===== src/rtl/uc_sequencer.sv =====
module uc_sequencer #(
  parameter int UA_W     = 6,
  parameter int CNT_W    = 8,
  parameter int BA_W     = 10,
  parameter int OFF_W    = 4,
  parameter int OPS_REPS = 5,
  parameter int NBLK     = 16
) (
  input  logic                                  clk,
  input  logic                                  rst_n,
  input  logic                                  blk_we,
  input  logic [$clog2(NBLK)-1:0]               blk_wr_idx,
  input  logic [UA_W-1:0]                       blk_start,
  input  logic [UA_W-1:0]                       blk_loop,
  input  logic [CNT_W-1:0]                      blk_count,
  input  logic [BA_W-1:0]                       blk_base,
  input  logic [UA_W-1:0]                       blk_tgt_a,
  input  logic [UA_W-1:0]                       blk_tgt_b,
  input  logic                                  start,
  input  logic [$clog2(NBLK)-1:0]               start_idx,
  input  logic [1:0]                            resp_class,
  output logic                                  arr_valid,
  output logic [BA_W+OPS_REPS*(UA_W+2)-1:0]     arr_word,
  output logic                                  task_irq
);
  localparam int IDX_W  = $clog2(NBLK);
  localparam int OPS_W  = OPS_REPS * (UA_W + 2);
  localparam int WORD_W = BA_W + OPS_W;

  localparam logic [1:0] OP_NEXT = 2'd0;
  localparam logic [1:0] OP_LOOP = 2'd1;
  localparam logic [1:0] OP_BR   = 2'd2;
  localparam logic [1:0] OP_END  = 2'd3;

  typedef enum logic [1:0] {S_IDLE, S_LOAD, S_RUN, S_WAIT} state_t;

  function automatic logic [3:0] rom_ctl(input logic [UA_W-1:0] a);
    case (a)
      UA_W'(3):  rom_ctl = {OP_LOOP, 2'd0};
      UA_W'(7):  rom_ctl = {OP_BR,   2'd1};
      UA_W'(9):  rom_ctl = {OP_END,  2'd0};
      UA_W'(12): rom_ctl = {OP_BR,   2'd0};
      UA_W'(15): rom_ctl = {OP_END,  2'd0};
      UA_W'(20): rom_ctl = {OP_LOOP, 2'd0};
      UA_W'(22): rom_ctl = {OP_END,  2'd0};
      default:   rom_ctl = (a == '1) ? {OP_END, 2'd0} : {OP_NEXT, 2'd0};
    endcase
  endfunction

  logic [UA_W-1:0]  m_start [NBLK];
  logic [UA_W-1:0]  m_loop  [NBLK];
  logic [CNT_W-1:0] m_count [NBLK];
  logic [BA_W-1:0]  m_base  [NBLK];
  logic [UA_W-1:0]  m_tgt_a [NBLK];
  logic [UA_W-1:0]  m_tgt_b [NBLK];

  always_ff @(posedge clk) begin
    if (blk_we) begin
      m_start[blk_wr_idx] <= blk_start;
      m_loop[blk_wr_idx]  <= blk_loop;
      m_count[blk_wr_idx] <= blk_count;
      m_base[blk_wr_idx]  <= blk_base;
      m_tgt_a[blk_wr_idx] <= blk_tgt_a;
      m_tgt_b[blk_wr_idx] <= blk_tgt_b;
    end
  end

  state_t           state;
  logic [IDX_W-1:0] sel_q;
  logic [UA_W-1:0]  pc, loop_q, ta_q, tb_q;
  logic [CNT_W-1:0] cnt_q;
  logic [BA_W-1:0]  base_q;

  logic [1:0] op, ref_cls, cls;
  logic       hit;
  logic [BA_W-1:0] bit_addr;

  assign {op, ref_cls} = rom_ctl(pc);
  assign cls      = (resp_class == 2'd3) ? 2'd2 : resp_class;
  assign hit      = (cls == ref_cls);
  assign bit_addr = base_q + BA_W'(pc[OFF_W-1:0]) + BA_W'(cnt_q);

  assign arr_valid = (state == S_RUN);
  assign task_irq  = (state == S_WAIT);
  assign arr_word  = arr_valid ? {bit_addr, {OPS_REPS{2'b10, pc}}} : '0;

  always_ff @(posedge clk) begin
    if (!rst_n) begin
      state  <= S_IDLE;
      sel_q  <= '0;
      pc     <= '0;
      cnt_q  <= '0;
      base_q <= '0;
      loop_q <= '0;
      ta_q   <= '0;
      tb_q   <= '0;
    end else begin
      case (state)
        S_IDLE, S_WAIT: begin
          if (start) begin
            sel_q <= start_idx;
            state <= S_LOAD;
          end
        end
        S_LOAD: begin
          pc     <= m_start[sel_q];
          loop_q <= m_loop[sel_q];
          cnt_q  <= m_count[sel_q];
          base_q <= m_base[sel_q];
          ta_q   <= m_tgt_a[sel_q];
          tb_q   <= m_tgt_b[sel_q];
          state  <= S_RUN;
        end
        S_RUN: begin
          case (op)
            OP_LOOP: begin
              if (cnt_q != '0) begin
                cnt_q <= cnt_q - CNT_W'(1);
                pc    <= loop_q;
              end else begin
                pc <= pc + UA_W'(1);
              end
            end
            OP_BR:   pc <= hit ? ta_q : tb_q;
            OP_END:  state <= S_WAIT;
            default: pc <= pc + UA_W'(1);
          endcase
        end
        default: state <= S_IDLE;
      endcase
    end
  end
endmodule


===== config.mk =====
export PLATFORM = sky130hd
export DESIGN_NAME = uc_sequencer
export DESIGN_NICKNAME = d
export VERILOG_FILES = /design/src/rtl/uc_sequencer.sv
export SDC_FILE = /design/constraint.sdc
export NUM_CORES = 1
export LEC_CHECK = 0
export BUFFER_PORTS_ARGS = -buffer_cell sky130_fd_sc_hd__buf_2
export CAP_MARGIN = 5
export CORE_ASPECT_RATIO = 0.75
export CORE_MARGIN = 2
export CORE_UTILIZATION = 25
export CTS_CLUSTER_DIAMETER = 120
export DETAILED_ROUTE_END_ITERATION = 8
export PLACE_DENSITY_LB_ADDON = 0.05
export SLEW_MARGIN = 40
export SYNTH_ARGS = -nofsm -noshare
export SYNTH_HDL_FRONTEND = slang
export SYNTH_SLANG_ARGS = --single-unit

===== constraint.sdc =====
create_clock -name clk -period 6.1 [get_ports clk]
set_clock_uncertainty 0.15 [all_clocks]
set_input_delay 0.915 -clock clk [delete_from_list [all_inputs] [get_ports clk]]
set_output_delay 0.915 -clock clk [all_outputs]
set_load 0.01 [all_outputs]

-- Word-level counts from Yosys, hierarchy flattened
Memories as Yosys holds them, arrays and structs flattened. A register that Yosys moved wholly into a read port is not among the register bits.
Index checks and enable logic that the tools add are counted.
- $add $sub $neg: 4
- reductions and logical operators: 14
- mux-type cells: 20
- equality and inequality tests: 21
- operator list (kind ; count):
    $mux W50 ; 1
    $mux W4 ; 5
    $eq A6 B4 Y1 const B ; 3
    $pmux W6 S3 ; 1
    $mux W8 ; 2
    $pmux W4 S4 ; 1
    $pmux W8 S2 ; 1
    $eq A6 B5 Y1 const B ; 2
    $mux W6 ; 2
    $pmux W6 S2 ; 1
    $add A10 B4 Y10 ; 1
    $add A10 B8 Y10 ; 1
    $eq A2 B2 Y1 const B ; 5
    $reduce_bool A8 Y1 ; 1
    $sub A8 B1 Y8 const B ; 1
    $add A6 B1 Y6 const B ; 1
    $eq A6 B2 Y1 const B ; 1
    $eq A6 B3 Y1 const B ; 1
    $eq A6 B6 Y1 const B ; 1
    $mux W2 ; 3
    $ne A2 B1 Y1 const B ; 3
    $pmux W2 S3 ; 1
    $reduce_and A2 Y1 ; 3
    $eq A2 B1 Y1 const B ; 2
    9 further kinds ; 15
- bits in registers: 20
- word-level logic and storage cells: 69
- input bits: 56
- memories: 6
- output and inout bits: 52
- memory bits (writable): 672
- memory list (memory ; depth ; bits a word ; rd ports ; clocked after memory_dff ; write ports ; line ; text):
    m_base ; 16 ; 10 ; 1 ; 1 ; 1 ; 53 ; logic [BA_W-1:0] m_base [NBLK];
    m_count ; 16 ; 8 ; 1 ; 1 ; 1 ; 52 ; logic [CNT_W-1:0] m_count [NBLK];
    m_loop ; 16 ; 6 ; 1 ; 1 ; 1 ; 51 ; logic [UA_W-1:0] m_loop [NBLK];
    m_start ; 16 ; 6 ; 1 ; 1 ; 1 ; 50 ; logic [UA_W-1:0] m_start [NBLK];
    m_tgt_a ; 16 ; 6 ; 1 ; 1 ; 1 ; 54 ; logic [UA_W-1:0] m_tgt_a [NBLK];
    m_tgt_b ; 16 ; 6 ; 1 ; 1 ; 1 ; 55 ; logic [UA_W-1:0] m_tgt_b [NBLK];

-- Logic depth before layout (Yosys ltp)
Gate-level depths: netlist of run 1.
- depth in word-level cells: 7
- mapped depth: 14
- mapped depth without buffers: 13

-- Worst setup path before layout of run 1
Ideal clock, no wire load.
- kind: input-to-reg
- start point: input port blk_wr_idx[3]
- end point: memory m_base[0][0], enable pin
- arrival: 4305 ps
- stages: 2
- path slack: 1151 ps
- buffers on the path: 0
- path through: or3b_2 > nor3_1
- RTL lines (what ; line ; text):
    start, declared ; 12 ; input logic [$clog2(NBLK)-1:0] blk_wr_idx,
    end, declared ; 53 ;
No word-level cell before the write port.

-- Worst setup path after layout of run 1
- start point: register pc[2]
- end point: output port arr_word[48]
- word-level cells in the longest chain between the ends: 3
- RTL lines (what ; line ; text):
    start, declared ; 70 ; logic [UA_W-1:0] pc, loop_q, ta_q, tb_q;
    start signal, assigned ; 106 ; pc <= m_start[sel_q];
    start signal, assigned ; 119 ; pc <= loop_q;
    start signal, assigned ; 121 ; pc <= pc + UA_W'(1);
    $add A10 B4 Y10 ; 81 ; assign bit_addr = base_q + BA_W'(pc[OFF_W-1:0]) + BA_W'(cnt_q);
    $add A10 B8 Y10 ; 81 ;
    $mux W50 ; 85 ; assign arr_word = arr_valid ? {bit_addr, {OPS_REPS{2'b10, pc}}} : '0;
    end, declared ; 23 ; output logic [BA_W+OPS_REPS*(UA_W+2)-1:0] arr_word,
Every way passes these cells.

==> results of run 1 <==
==> power groups by stage <==
stage / sequential [mW] / clock [mW] / combinational [mW]
floorplan: 5.83 / 0 / 1.69
global placement: 6.04 / 0 / 2.47
detailed placement: 6.05 / 0 / 2.46
CTS: 5.94 / 5.04 / 2.48
global route: 5.97 / 5.22 / 2.64
finish: 5.93 / 4.86 / 2.42
==> sequential cells by signal (all words and copies together) (netlist names), named ones only <==
register and count:
base_q 10, cnt_q 8, loop_q 6, m_base 160, m_count 128, m_loop 96
m_start 96, m_tgt_a 96, m_tgt_b 96, pc 6, sel_q 4, state 2
ta_q 6, tb_q 6
==> per-layer routing <==
layer  up-vias  wire, um  part of all wire, %
li1       6277         -                    -
met2       308     37900                   44
met5         -        27                0.031
met1      7975     43000                   50
met4         4      1450                  1.7
met3       100      3410                  4.0
==> layout by cell type, fill, tap and decap left out, types with 6 or more instances in the layout <==
| master | n |
|---|---|
| a21oi_1 | 25 |
| clkinv_1 | 12 |
| nand3_1 | 15 |
| nor2_4 | 13 |
| nor2b_1 | 9 |
| nand3b_1 | 32 |
| o21ai_0 | 29 |
| clkbuf_1 | 24 |
| nor4_1 | 6 |
| clkinv_2 | 8 |
| clkbuf_16 | 82 |
| buf_6 | 8 |
| edfxtp_1 | 672 |
| a31oi_1 | 6 |
| ha_1 | 23 |
| bufinv_16 | 8 |
| a221oi_1 | 30 |
| nor2_1 | 29 |
| buf_4 | 33 |
| o21ai_1 | 14 |
| buf_2 | 102 |
| inv_1 | 18 |
| a22o_1 | 30 |
| mux2i_1 | 16 |
| dfxtp_1 | 46 |
| mux4_2 | 167 |
| nand2_1 | 34 |
| nor3_1 | 12 |
| nand2b_1 | 9 |
==> per-stage QoR <==
step                      utilization, %  hold slack, ns  cells  cell area [sq um]
after detailed placement            27.4           0.324   3028              31300
after global routing                29.7           0.358   3172              33900
final                               29.7           0.332   3173              33900
after CTS                           29.7           0.339   3172              33900
after floorplan                        -           0.296   1461              28800
after global placement              27.3           0.314   3023              31100
==> path summary, 6_finish.rpt <==
check	to	slack [ns]	depth (start not counted)
worst min register to register	ta_q[0]$_SDFFE_PN0P_	0.33	2
worst min-delay path	ta_q[0]$_SDFFE_PN0P_	0.33	2
worst max register to register	pc[2]$_SDFFE_PN0P_	2.35	13
worst max-delay path	arr_word[48]	1.48	8
==> cell type report <==
cell class                      instances  area, sq um  share of cell area (%)
Sequential cell                       724        21200                    62.7
Multi-Input combinational cell        607         7030                    20.7
Clock buffer                          111         2210                    6.53
Tap cell                             1526         1910                    5.64
Timing Repair Buffer                  152         1030                    3.04
Clock inverter                         33          388                    1.15
Inverter                               19         71.3                   0.211
Antenna cell                            1         2.50                 0.00739
==> logic make-up after synthesis <==
group,after synthesis
XOR/XNOR,5
buffers and inverters,130
multiplexers,187
AO/OA/AOI/OAI,185
other,1
flip-flops,724
AND/OR/NAND/NOR,196
adder cells (fa/ha/maj),29
==> worst max-delay path, stage by stage, from the launching register on <==
cell       delay (ns)
dfxtp_1          0.63
fa_1             0.50
ha_1             0.29
a21oi_1          0.24
o21ai_0          0.18
a2111oi_0        0.54
nor3_1           0.11
nor3b_1          0.24
buf_2            0.18
==> results.md, run 1 <==
* Status: finished, final reports clean
* FF-to-FF Start: pc[0]$_SDFFE_PN0P_
* Post-Synth XOR/XNOR Area at 0.152%
* Final TNS setup at 0 ns
* Share of Yosys cell area claimed by the top area cell type at 70.1%
* Postcts setup bufs at 0
* First-pass GRT wire length at 121,000 um
* Post-synth cell types at 74
* MaxCap Viol Count at 0
* Worst setup path startpoint: pc[2]$_SDFFE_PN0P_
* DRC at 0
* Min-delay worst type: reg -> reg
* Min-delay src: ta_q[0]$_SDFFE_PN0P_
* Arrival time at the worst endpoint at 3.56 ns
* Ys flop type: edfxtp_1
* Most frequent cells after synthesis: edfxtp_1 (672), mux4_2 (167), dfxtp_1 (52), buf_4 (42), nor2_1 (42)
* M3 GR Usage at 2.92%
* Root Buffer: clkbuf_16
* Largest net degree at the start of global routing at 44
* Iter 0 DRT Violations at 1,108
* Worst setup SP type: flop
* Avg Inst Size Synth at 19.8 sq um
* Power Total at 13.2 mW
* Chip Height at 298 um
* Tightest Pin Transition at 0.780 ns
* Largest family of logic cells by synthesized area: multiplexers
* Layout cells sized above 1 at 28.5%
* Post-synthesis mux area share at 13.9%
* Synth Area in Simple Gates at 3.75%
* CP Class: reg -> out
* Tmin final at 4.62 ns
* Top post-synthesis cells by area: edfxtp_1 (70%), mux4_2 (13%), dfxtp_1 (3.6%), buf_4 (1.1%), ha_1 (1.0%)
* Placer Congestion at 0.761
* Ys Warns at 0
* Pre-CTS setup slack at 2.20 ns
* Post-CTS resize count at 0
* Int Pwr at 9.50 mW
* Leakage at 10.6 nW
* Clock power share at 36.8%
* Met2 capacity usage during global routing at 21.7%
* Total track usage at 14.6%
* Count leader, synth: edfxtp_1
* Fmax at 216 MHz
* Die width at 396 um
* Core ar. at 114,000 sq um
* Critical path required time at 5.03 ns
* Post-synthesis register bit count at 724
* Post-route setup slack at 1.48 ns
* Final period util at 75.8%
* Synth area leader: edfxtp_1
* Compound-Gate Fraction of Synth Area at 4.67%
* Fin. Hold Viols at 0
* Busiest layer in global routing: met1
* Deepest clock path buffer count at 3
* Slew Limit Fails at 0
* H-tree levels at 3
* Synthesis-to-layout area growth at 17.6%
* Post-synth EDFFs at 672
* TritonCTS clock tree: built
* GRT overflow at 0
* Sink Count at 724
* Worst vdd ir at 175 uV
* Drt pass-1 iters at 4
* Number of global-route vias before repair at 15,200
* Routed vias at 14,700
* Reg clk slew, reported paths at 0.06 ns
* Synthesized instance count at 1,457
* NetSw at 3.71 mW
* Total clock buffers created by CTS at 79
* Nets at 1,668
* Net Sw Frac at 28.1%
* Count of final setup violators at 0
* I/O pins at 108
* Initial antenna violation count at 5
* CP max FO at 12
* Met1 usage at 22.0%
* RSZ-0062 raised after global routing: no
* Synth Area in Adders at 1.39%
* Starting Density at 25.3%
* Critical path capture point type: output port
* PwrDens at 390 nW/um^2
* Rel. slew slack at 47.9%
* Post-Route WL at 85,800 um
* Fill cells at 11,100
* Die ar. at 118,000 sq um
* Fraction of registers with async set/reset at 0%
* ANT nets after route at 0
* Logic pwr share at 18.3%
* Clk_lat worst skew at 0.65 ns
* IO buf count at 102
* Drt via density at 4.62
* Register share of total power at 44.9%
* Wire length per cell at 27.0 um
* FP Rows at 107
* Sequential share of the synthesized area at 73.7%
* DPL Wire Length at 49,400 um
* # hold bufs at CTS at 0
* Mapped cell area at 28,800 sq um
No activity file was read; power rests on OpenSTA's default activity.
==> inputs of run 2 (changes only) <==
--- a/config.mk
+++ b/config.mk
@@ -5,6 +5,7 @@
 export SDC_FILE = /design/constraint.sdc
 export NUM_CORES = 1
 export LEC_CHECK = 0
+export ABC_AREA = 1
 export BUFFER_PORTS_ARGS = -buffer_cell sky130_fd_sc_hd__buf_2
 export CAP_MARGIN = 5
 export CORE_ASPECT_RATIO = 0.75
==> constraint.sdc (replaced) <==
create_clock -name clk -period 4.6 [get_ports clk]
set_clock_uncertainty 0.15 [all_clocks]
set_input_delay 0.69 -clock clk [delete_from_list [all_inputs] [get_ports clk]]
set_output_delay 0.69 -clock clk [all_outputs]
set_load 0.01 [all_outputs]
==> run 2 against run 1 <==
Compared with the run above: via count up 32%; global-route usage increased by 1.8 points; cell area rose by 2.6%; critical path type unchanged; wire length up 17%; largest power group unchanged; sequential power grew 31%; count of clock-buffer cells in the layout down 12; critical endpoint is now arr_word[49].
==> results.md, run 2 <==
* Share of Yosys cell area claimed by the top area cell type at 67.7%
* Top reg by flops: m_base
* Drt via density at 4.70
* MaxCap Viol Count at 0
* Iter 0 DRT Violations at 1,382
* CP Class: reg -> out
* Post-synthesis register bit count at 724
* Largest net degree at the start of global routing at 106
* Sink Count at 724
* Drt pass-1 iters at 5
* TritonCTS clock tree: built
* Sequential share of the synthesized area at 71.2%
* Tmin final at 4.32 ns
* Fmax at 231 MHz
* Fin. Hold Viols at 0
* Post-Route WL at 100,000 um
* Count of final setup violators at 0
* Synthesized instance count at 2,426
* Final period util at 94.0%
* DPL Wire Length at 56,000 um
* PwrDens at 571 nW/um^2
* Non-filler instance count after layout at 4,108
* Final TNS setup at 0 ns
* Top Registers: m_base: 160 flops, m_count: 128 flops
* Routed vias at 19,300
* DRC at 0
* CP max FO at 7
* Core ar. at 118,000 sq um
* IO buf count at 102
* GRT overflow at 0
* Avg Inst Size Synth at 12.3 sq um
* Synth area leader: edfxtp_1
* Most frequent cells in the layout: edfxtp_1 (672), nor2_1 (450), o21ai_0 (344), nand2_1 (136), nand3_1 (111)
* Die width at 403 um
* WHS Endpoint: m_base[14][8]$_DFFE_PP_
* I/O pins at 108
* Mapped cell area at 29,800 sq um
* Ys Warns at 0
* Min-delay src: blk_base[8]
* Status: finished, final reports clean
* N_diodes at 0
* Critical path required time at 3.76 ns
* Power Total at 19.8 mW
* Most frequent cells after synthesis: edfxtp_1 (672), nor2_1 (466), o21ai_0 (344), nand2_1 (136), nand3_1 (111)
* Worst setup SP type: flop
* FF-to-FF Start: pc[0]$_SDFFE_PN0P_
* Hold Path Stages at 1
* Cell area after layout at 34,800 sq um
* Top post-synthesis cells by area: edfxtp_1 (68%), nor2_1 (5.9%), o21ai_0 (5.8%), dfxtp_1 (3.5%), nand3_1 (1.9%)
* Largest register FFs at 160
* ANT nets after route at 0
* Rel. slew slack at 46.2%
* Layout cells sized above 1 at 12.8%
* Chip Height at 303 um
* Initial antenna violation count at 11
* Hold WS at 0.258 ns
* Ys flop type: edfxtp_1
* Total track usage at 16.4%
* Reg clk slew, reported paths at 0.06 ns
* Tightest Pin Transition at 0.798 ns
* Reg area at 21,200 sq um
* # hold bufs at CTS at 0
* Leakage at 11.7 nW
* Wire length per cell at 24.5 um
* Total clock buffers created by CTS at 83
* Min-delay worst type: in -> reg
* Worst R2R End: cnt_q[5]$_SDFFE_PN0P_
* Die ar. at 122,000 sq um
* Post-CTS resize count at 0
* Post-synth EDFFs at 672
* Critical path capture point type: output port
* H-tree levels at 3
* Count leader, synth: edfxtp_1
* Post-synth cell types at 42
* Starting Density at 25.2%
* Placer Congestion at 0.778
* Multi-input gate area at 7250 sq um
* Fraction of registers with async set/reset at 0%
* Placed cell count at 3,956
* Synthesis-to-layout area growth at 16.6%
* Root Buffer: clkbuf_16
* Nets at 2,572
* Clk_lat worst skew at 0.66 ns
* Commonest non-fill, non-tap cell in the layout: edfxtp_1
* First-pass GRT wire length at 144,000 um
* RSZ-0062 raised after global routing: no
* Worst reg-to-reg setup slack at 1.52 ns
* Fill cells at 12,100
* Postcts setup bufs at 0
* Worst vdd ir at 262 uV
* Number of global-route vias before repair at 19,200
* Reg2Reg Depth at 15
* Deepest clock path buffer count at 3
* FP Rows at 109
* Slew Limit Fails at 0
* Arrival time at the worst endpoint at 3.48 ns
* Post-DP Area at 32,000 sq um
## run 2: layout make-up
| cell class | count | share of cell area [%] |
|---|---|---|
| flip-flops and latches | 724 | 61.1 |
| multi-input cells | 1411 | 20.9 |
| clock buffers | 99 | 6.21 |
| well taps | 1554 | 5.59 |
| repair buffers | 158 | 3.41 |
| clock inverters | 53 | 1.59 |
| inverters | 109 | 1.22 |
## run 2: worst max-delay path: stages (launching register included)
cell	delay [ns]
dfxtp_1	0.39
fa_1	0.57
ha_1	0.18
inv_1	0.07
fa_1	0.41
inv_1	0.10
nand3_1	0.07
and2_1	0.17
inv_1	0.08
nand4_1	0.19
nand3_1	0.13
nand2_1	0.06
nor2_1	0.24
buf_2	0.19
## run 2: power breakdown
group,internal (mW),switching (mW),total (mW)
registers,7.51,0.285,7.79
logic,1.46,3.90,5.36
clock network,3.92,2.76,6.68
total,12.9,6.94,19.8
## run 2: metal layers
metal  GRT usage, %  share of wire, %
met4           3.67               1.8
met1           24.9                51
met5              0             0.023
met3           2.83               4.3
met2           24.3                43
## run 2: cells by family (layout without fill, tap and decap cells)
| logic type | Yosys count | in the layout | share of synthesized area (%) |
|---|---|---|---|
| AO/OA/AOI/OAI | 644 | 644 | 12.5 |
| XOR/XNOR | 6 | 6 | 0.176 |
| adder cells (fa/ha/maj) | 29 | 29 | 1.34 |
| buffers and inverters | 295 | 419 | 4.97 |
| flip-flops | 724 | 724 | 71.2 |
| other | 1 | 5 | 0.0126 |
| AND/OR/NAND/NOR | 727 | 727 | 9.79 |
## run 2: worst max path at each step
stage | startpoint | end | slack, ns | cells after the start
after floorplan | blk_wr_idx[0] | m_base[0][0]$_DFFE_PP_ | 1.36 | 3
after global placement | pc[1]$_SDFFE_PN0P_ | arr_word[49] | 0.89 | 13
after detailed placement | pc[1]$_SDFFE_PN0P_ | arr_word[49] | 0.90 | 13
after CTS | pc[1]$_SDFFE_PN0P_ | arr_word[49] | 0.15 | 13
after global routing | pc[1]$_SDFFE_PN0P_ | arr_word[49] | 0.02 | 13
final | pc[1]$_SDFFE_PN0P_ | arr_word[49] | 0.28 | 13
## run 2: per-stage QoR
stage,worst slack (ns),utilization [%]
2_1_floorplan,1.36,-
3_3_place_gp,0.890,27.0
3_5_place_dp,0.898,27.1
4_1_cts,0.154,29.4
5_1_grt,0.0159,29.4
6_report,0.277,29.4
